## src/rtl/xram_cfg_pkg.sv

```systemverilog
package xram_cfg_pkg;

  typedef struct packed {
    logic ldRead;   // capture a read nibble
    logic ldBase;   // capture base, publish mapping
  } cfgStrobes_t;

  function automatic logic [3:0] sizeCode(input int mb);
    case (mb)
      1:       return 4'd5;
      2:       return 4'd6;
      4:       return 4'd7;
      default: return 4'd0;
    endcase
  endfunction

  function automatic logic [3:0] idNibble(input logic [6:0] a, input logic [3:0] sz);
    case (a)
      7'h00:                return 4'hE;
      7'h01:                return sz;
      7'h08, 7'h09:         return 4'hA;
      7'h0A, 7'h0B:         return 4'hB;
      default:              return 4'hF;
    endcase
  endfunction

endpackage

```

## src/rtl/xram_cfg_ctrl.sv

```systemverilog
module xram_cfg_ctrl
  import xram_cfg_pkg::*;
#(
  parameter bit FITTED = 1'b1
) (
  input  logic        clk,
  input  logic        rstN,
  input  logic        cfgSel,
  input  logic [6:0]  addr,
  input  logic        rdStb,
  input  logic        wrStb,
  output cfgStrobes_t strb,
  output logic        visible,
  output logic        ack
);
  localparam logic [6:0] BASE_SLOT  = 7'h24;  // byte 0x48
  localparam logic [5:0] QUIET_SLOT = 6'h13;  // bytes 0x4C..0x4F

  logic visibleQ, ackQ;
  logic access, isRead, isWrite, baseHit, quietHit;

  always_comb begin
    access   = visibleQ && cfgSel && (rdStb || wrStb);
    isRead   = access && rdStb;
    isWrite  = access && !rdStb;
    baseHit  = isWrite && (addr == BASE_SLOT);
    quietHit = isWrite && (addr[6:1] == QUIET_SLOT);
    strb.ldRead = isRead;
    strb.ldBase = baseHit;
  end

  always_ff @(posedge clk or negedge rstN) begin
    if (!rstN) begin
      visibleQ <= FITTED;
      ackQ     <= 1'b0;
    end else begin
      ackQ <= access;
      if (baseHit || quietHit) visibleQ <= 1'b0;
    end
  end

  assign visible = visibleQ;
  assign ack     = ackQ;
endmodule

```

## src/rtl/xram_cfg_dp.sv

```systemverilog
module xram_cfg_dp
  import xram_cfg_pkg::*;
#(
  parameter logic [3:0] SIZE_CODE = 4'd6,
  parameter int         NIB_W     = 4,
  parameter int         BUS_W     = 16,
  localparam int        FILL_W    = BUS_W - NIB_W
) (
  input  logic             clk,
  input  logic             rstN,
  input  cfgStrobes_t      strb,
  input  logic [6:0]       addr,
  input  logic [7:0]       wrDataHi,
  output logic [BUS_W-1:0] rdData,
  output logic             rdDataEn,
  output logic             mapStb,
  output logic [7:0]       mapBase,
  output logic             mapValid
);
  logic [NIB_W-1:0] nibQ;
  logic             rdEnQ, mapStbQ, mapValidQ;
  logic [7:0]       baseQ;

  always_ff @(posedge clk or negedge rstN) begin
    if (!rstN) begin
      nibQ      <= '0;
      rdEnQ     <= 1'b0;
      mapStbQ   <= 1'b0;
      mapValidQ <= 1'b0;
      baseQ     <= '0;
    end else begin
      rdEnQ   <= strb.ldRead;
      mapStbQ <= strb.ldBase;
      if (strb.ldRead) nibQ <= idNibble(addr, SIZE_CODE);
      if (strb.ldBase) begin
        baseQ     <= wrDataHi;
        mapValidQ <= 1'b1;
      end
    end
  end

  assign rdData   = rdEnQ ? {nibQ, {FILL_W{1'b1}}} : '0;
  assign rdDataEn = rdEnQ;
  assign mapStb   = mapStbQ;
  assign mapBase  = baseQ;
  assign mapValid = mapValidQ;
endmodule

```

## src/rtl/xram_autocfg.sv

```systemverilog
module xram_autocfg
  import xram_cfg_pkg::*;
#(
  parameter int RAM_MB = 2,
  localparam bit         FITTED = (RAM_MB != 0),
  localparam logic [3:0] SZ     = sizeCode(RAM_MB)
) (
  input  logic        clk,
  input  logic        rstN,
  input  logic        cfgSel,
  input  logic [6:0]  addr,
  input  logic        rdStb,
  input  logic        wrStb,
  input  logic [7:0]  wrDataHi,
  output logic [15:0] rdData,
  output logic        rdDataEn,
  output logic        ack,
  output logic        mapStb,
  output logic [7:0]  mapBase,
  output logic [3:0]  mapSize,
  output logic        mapValid
);
  cfgStrobes_t strb;
  logic        visible;

  xram_cfg_ctrl #(.FITTED(FITTED)) ctrl_i (
    .clk(clk), .rstN(rstN), .cfgSel(cfgSel), .addr(addr),
    .rdStb(rdStb), .wrStb(wrStb), .strb(strb), .visible(visible), .ack(ack)
  );

  xram_cfg_dp #(.SIZE_CODE(SZ)) dp_i (
    .clk(clk), .rstN(rstN), .strb(strb), .addr(addr), .wrDataHi(wrDataHi),
    .rdData(rdData), .rdDataEn(rdDataEn), .mapStb(mapStb),
    .mapBase(mapBase), .mapValid(mapValid)
  );

  assign mapSize = SZ;
endmodule

```

## config.mk

```make
export PLATFORM = sky130hd
export DESIGN_NAME = xram_autocfg
export DESIGN_NICKNAME = d
export VERILOG_FILES = /design/src/rtl/xram_cfg_pkg.sv /design/src/rtl/xram_cfg_ctrl.sv /design/src/rtl/xram_cfg_dp.sv /design/src/rtl/xram_autocfg.sv
export SDC_FILE = /design/constraint.sdc
export NUM_CORES = 1
export LEC_CHECK = 0
export ABC_AREA = 1
export BUFFER_PORTS_ARGS = -buffer_cell sky130_fd_sc_hd__buf_2
export CORE_MARGIN = 2
export CORE_UTILIZATION = 43
export DETAILED_ROUTE_END_ITERATION = 8
export PLACE_DENSITY = 0.77
export SLEW_MARGIN = 10
export SYNTH_ARGS = -nofsm -noshare
export SYNTH_HDL_FRONTEND = slang
export SYNTH_HIERARCHICAL = 1
export SYNTH_SLANG_ARGS = --single-unit
```

## constraint.sdc

```tcl
create_clock -name clk -period 1.8 [get_ports clk]
set_input_delay 0.36 -clock clk [delete_from_list [all_inputs] [get_ports clk]]
set_output_delay 0.36 -clock clk [all_outputs]
set_load 0.03 [all_outputs]
```

# Word level (Yosys, flattened, before mapping)
# Cells that the tools add are included.
[totals]
ff_bits = 17
latch_bits = 0
ram_bits = 0
romBits = 0
inputBits = 20
mem_count = 0
[classes]
add_sub_neg = 0
multipliers = 0
div_mod_pow = 0
order_cmp = 0
eq_ne = 7
n_shift = 0
mux = 2
bitwise_logic = 0
reduce_logical = 12
[ops]
columns = ["operator", "n"]
rows = [
  ["== test 7 x 4 -> 1 bit (second input constant)", 4],
  ["2-to-1 mux 16 bit", 1],
  ["one-hot mux 4 bit (4 select lines)", 1],
  ["== test 7 x 1 -> 1 bit (second input constant)", 1],
  ["== test 7 x 6 -> 1 bit (second input constant)", 1],
  ["zero test 7 bit", 1],
  ["== test 6 x 5 -> 1 bit (second input constant)", 1],
  ["logical AND 1 bit", 6],
  ["OR reduction 2 bit", 2],
  ["logical OR 1 bit", 2],
  ["zero test 1 bit", 1],
]

# Depth between registers and ports, before layout
[logic_depth]
word_depth = 5
depth_mapped = 8
mapped_depth_nobuf = 6

# Modules after synthesis
# The synthesis kept the hierarchy.
[by_module_without_submodules]
columns = ["module", "n_inst", "cells_per_inst", "area_each_um2", "seq_area_each_um2"]
rows = [
  ["xram_cfg_dp", 1, 64, 710.7, 375.4],
  ["xram_cfg_ctrl", 1, 28, 171.4, 51.3],
  ["xram_autocfg", 1, 6, 37.5, 0.0],
]

# Worst setup path after synthesis
# No wires, ideal clock.
[synth_path]
path_type = "register -> register"
start = "register ctrl_i.visibleQ (netlist: ctrl_i/visible)"
end = "register dp_i.baseQ[0] (netlist: dp_i/mapBase[0])"
setup_time_ps = 125
arrival_time_ps = 1280
path_slack_ps = 395
stages_incl_launch_ff = 6
path_buffers = 2
synth_period_minus_slack_ps = 1405
cell_sequence = "dfstp_2 nand4_1 nor2_2 buf_4 buf_6 mux2_4"
[synth_between]
elab_chain_cells = 4
[synth_lines]
columns = ["element", "line", "source"]
rows = [
  ["start, declared", "xram_cfg_ctrl.sv:19", "logic visibleQ, ackQ;"],
  ["start signal, assigned", "xram_cfg_ctrl.sv:34", "visibleQ <= FITTED;"],
  ["start signal, assigned", "xram_cfg_ctrl.sv:38", "if (baseHit || quietHit) visibleQ <= 1'b0;"],
  ["logical AND 1 bit (2 in series)", "xram_cfg_ctrl.sv:23", "access = visibleQ && cfgSel && (rdStb || wrStb);"],
  ["logical AND 1 bit", "xram_cfg_ctrl.sv:25", "isWrite = access && !rdStb;"],
  ["logical AND 1 bit", "xram_cfg_ctrl.sv:26", "baseHit = isWrite && (addr == BASE_SLOT);"],
  ["net ctrl_i.baseHit", "xram_cfg_ctrl.sv:20", "logic access, isRead, isWrite, baseHit, quietHit;"],
  ["end signal, assigned", "xram_cfg_dp.sv:36", "baseQ <= wrDataHi;"],
  ["end, declared", "xram_cfg_dp.sv:22", "logic [7:0] baseQ;"],
]
# The timed path passes the listed nets, and every way through them passes these cells.
# A chain may end at the register's enable or synchronous reset.

# Worst setup path after layout
[layout_path]
start = "register dp_i.rdEnQ (netlist: dp_i/rdDataEn)"
end = "output port rdData[12]"
[layout_between]
elab_chain_cells = 1
[layout_lines]
columns = ["element", "line", "source"]
rows = [
  ["start, declared", "xram_cfg_dp.sv:21", "logic rdEnQ, mapStbQ, mapValidQ;"],
  ["start signal, assigned", "xram_cfg_dp.sv:32", "rdEnQ <= strb.ldRead;"],
  ["2-to-1 mux 16 bit", "xram_cfg_dp.sv:42", "assign rdData = rdEnQ ? {nibQ, {FILL_W{1'b1}}} : '0;"],
  ["end, declared", "xram_autocfg.sv:15", "output logic [15:0] rdData,"],
]
# Every way passes these cells.

==> results.toml <==
[sta]
slew_viol_final = 0
grt_setup_unrepaired = "false"
final-hold-violation-count = 0
totalNegativeSetupSlack_ps = 0
maximum_clock_skew_at_final_layout_ps = 1.40
final_period_util_pct = 85.1
setup_viol = 0
max_freq_mhz = 653
crit_path_time_final_ps = 1530

[grt]
pin_count_of_the_biggest_net_entering_global_routing = 18
antenna_violations_before_repair = 0
grt_pass1_vias = 664
groute.usage.overall_pct = 14.9
grt_first_pass_wirelength_mm = 2.73
leftover_overflow_at_the_end_of_global_routing = 0

[status]
run_status = "finished, final reports clean"

[placement]
buffer_ports.inserted = 47
dp.final_hpwl_mm = 1.38
placedCellCount = 156
globalplace.congestion = 0.724

[drt]
detailedRoute.firstIterationViolations = 6
route.final.wire_length_mm = 1.73
detail_route.first_pass.iterations = 3
via_per_inst = 4.23
drcViolationCount = 0
antenna_left = 0
avgRoutedWirePerCell_um = 10.8
dr_total_vias = 681

[synth]
syn_area_um2 = 920
synthTopCellsByArea = "dfrtp_1, buf_4, mux2_4"
postSynthCellCount = 98
avgSynthCellArea_um2 = 9.38
synth_top_area_share_pct = 43.5
count_of_distinct_cell_types_in_the_synthesized_netlist = 16
yosys_register_bits = 17
synth_seq_area_share_pct = 46.4
synth_largest_area_cell = "dfrtp_1"
synth_warnings = 6

[worst_setup_path]
crit_type = "flip-flop to output pin"
r2r_slack_ps = 350
regToRegStartpoint = "ctrl_i/visible"
timing.reg2reg.worst_path_depth = 5
critical_path_arrival_ps = 1170
timing.critical_path.to_type = "output pin"
cp.required_ps = 1440
capture_point_of_the_worst_reg_to_reg_path = "dp_i/nibQ[2]"
path_max_fanout = 17
critPathLaunchType = "flip-flop"

[pwr]
maximum_vdd_ir_drop_v = 0.000318
p_per_area_nw_per_um2 = 579
power.static_leakage_nw = 0.709

[clock_tree]
insertion_delay_ps = 280
clock_sink_count = 17
tritoncts = "yes"
numCtsBuffers = 3
max-clock-path-buffers = 2
clock_root_buffer_master = "clkbuf_4"
cts_resized = 0
clk_pin_slew_worst_paths_ps = 90
clock_tree.htree_level_count = 1

[finish]
antenna_cells_inserted = 0
num-nets-final = 155
layout-drive-gt1-share_pct = 48.5
final_cell_count_no_fill = 161
synthToLayoutAreaGrowth_pct = 18.9

[die]
die_area_um2 = 2520
rows = 16
num_io_pins = 52
dieWidth_um = 50.2
initial_utilization_pct = 46.4
die_h_um = 50.2
core_region_area_um2 = 1980

[min_path]
worst_hold_path_startpoint = "wrDataHi[4]"
timing.hold.worst_endpoint = "dp_i/mapBase[4]"
min-delay-path-class = "input pin to flip-flop"
hold-path-cell-count = 2

[job]
timing.max_cap.violations = 0
==> cell type report <==
cell class | instances | area, um^2
clock buffers | 4 | 26.3
flip-flops and latches | 17 | 427
fillers | 199 | 888
multi-input cells | 49 | 298
inverters | 15 | 56.3
well taps | 27 | 33.8
repair buffers | 49 | 253
==> placed cells by master (no fill, tap or decap) <==
| cell | count |
|---|---|
| mux2_4 | 8 |
| buf_2 | 47 |
| dlygate4sd3_1 | 1 |
| or2_2 | 2 |
| nand4_1 | 1 |
| dfstp_2 | 1 |
| inv_2 | 1 |
| dfrtp_1 | 16 |
| nand2_1 | 13 |
| nand3_1 | 5 |
| a21oi_1 | 1 |
| buf_4 | 1 |
| conb_1 | 4 |
| clkbuf_4 | 3 |
| nor2_1 | 13 |
| clkbuf_1 | 1 |
| inv_1 | 14 |
| nor3_2 | 1 |
| nor2_2 | 1 |
==> Yosys cell counts (all sizes together) <==
cell type	n
nor2	14
inv	15
nand3	5
or2	2
a21oi	1
nand4	1
nor3	1
nand2	13
dfrtp	16
buf	19
dfstp	1
conb	2
mux2	8
==> state kept, by name (all words and copies together), names as in the netlist <==
| name | cells |
|---|---|
| dp_i/mapBase | 8 |
| dp_i/nibQ | 4 |
| ctrl_i/ack | 1 |
| ctrl_i/visible | 1 |
| dp_i/mapStb | 1 |
| dp_i/mapValid | 1 |
| dp_i/rdDataEn | 1 |
==> timing repair <==
action,CTS,global route
buffers inserted,0,0
endpoints found under the hold margin,16,0
hold buffers,1,0
==> per-layer routing <==
metal  global-route usage, %  vias up  share of wire [%]
met3                    2.68        2                5.9
met4                    9.72        0               0.92
met1                    15.3      309                 38
met2                    27.2       25                 55
li1                        -      345                  -
met5                       0        -                  0
==> kinds of logic (layout without fill, tap and decap cells) <==
kind of cell	Yosys count	count (layout)	synth area share, %
AND/OR/NAND/NOR	36	36	17.1
buffers and inverters	34	68	22.0
flip-flops	17	17	46.4
multiplexers	8	8	13.1
other	2	4	0.817
AO/OA/AOI/OAI	1	1	0.544
==> worst max-delay path, stage by stage (launching register included) <==
cell and delay (ps):
dfrtp_1 560, nand2_1 80, inv_1 60, buf_2 180
==> where the power goes <==
part	total, mW	internal [mW]	switching [mW]
combinational	0.0563	0.0204	0.0359
sequential	0.382	0.382	0
clock	0.195	0.0860	0.109
total	0.633	0.488	0.145
==> metrics by stage <==
step | hold slack [ps] | utilization [%] | instance area (um^2) | setup WS (ps) | total power [mW]
finish | 301 | 55.2 | 1090 | 269 | 0.633
global route | 285 | 55.2 | 1090 | 108 | 0.670
floorplan | 64.4 | - | 927 | 395 | 0.417
global placement | 283 | 53.3 | 1060 | 374 | 0.441
CTS | 289 | 55.2 | 1090 | 235 | 0.644
detailed placement | 294 | 53.3 | 1060 | 299 | 0.444
==> worst max-delay path by stage <==
stage,startpoint,endpoint,slack [ps],cells past startpoint
after CTS,dp_i/rdDataEn,rdData[13],240,3
after global placement,addr[6],dp_i/mapBase[3],370,8
after global routing,dp_i/rdDataEn,rdData[15],110,3
after floorplan,ctrl_i/visible,dp_i/mapBase[0],400,5
after detailed placement,addr[3],dp_i/mapBase[0],300,8
final,dp_i/rdDataEn,rdData[12],270,3
No activity file was read; power rests on OpenSTA's default activity.
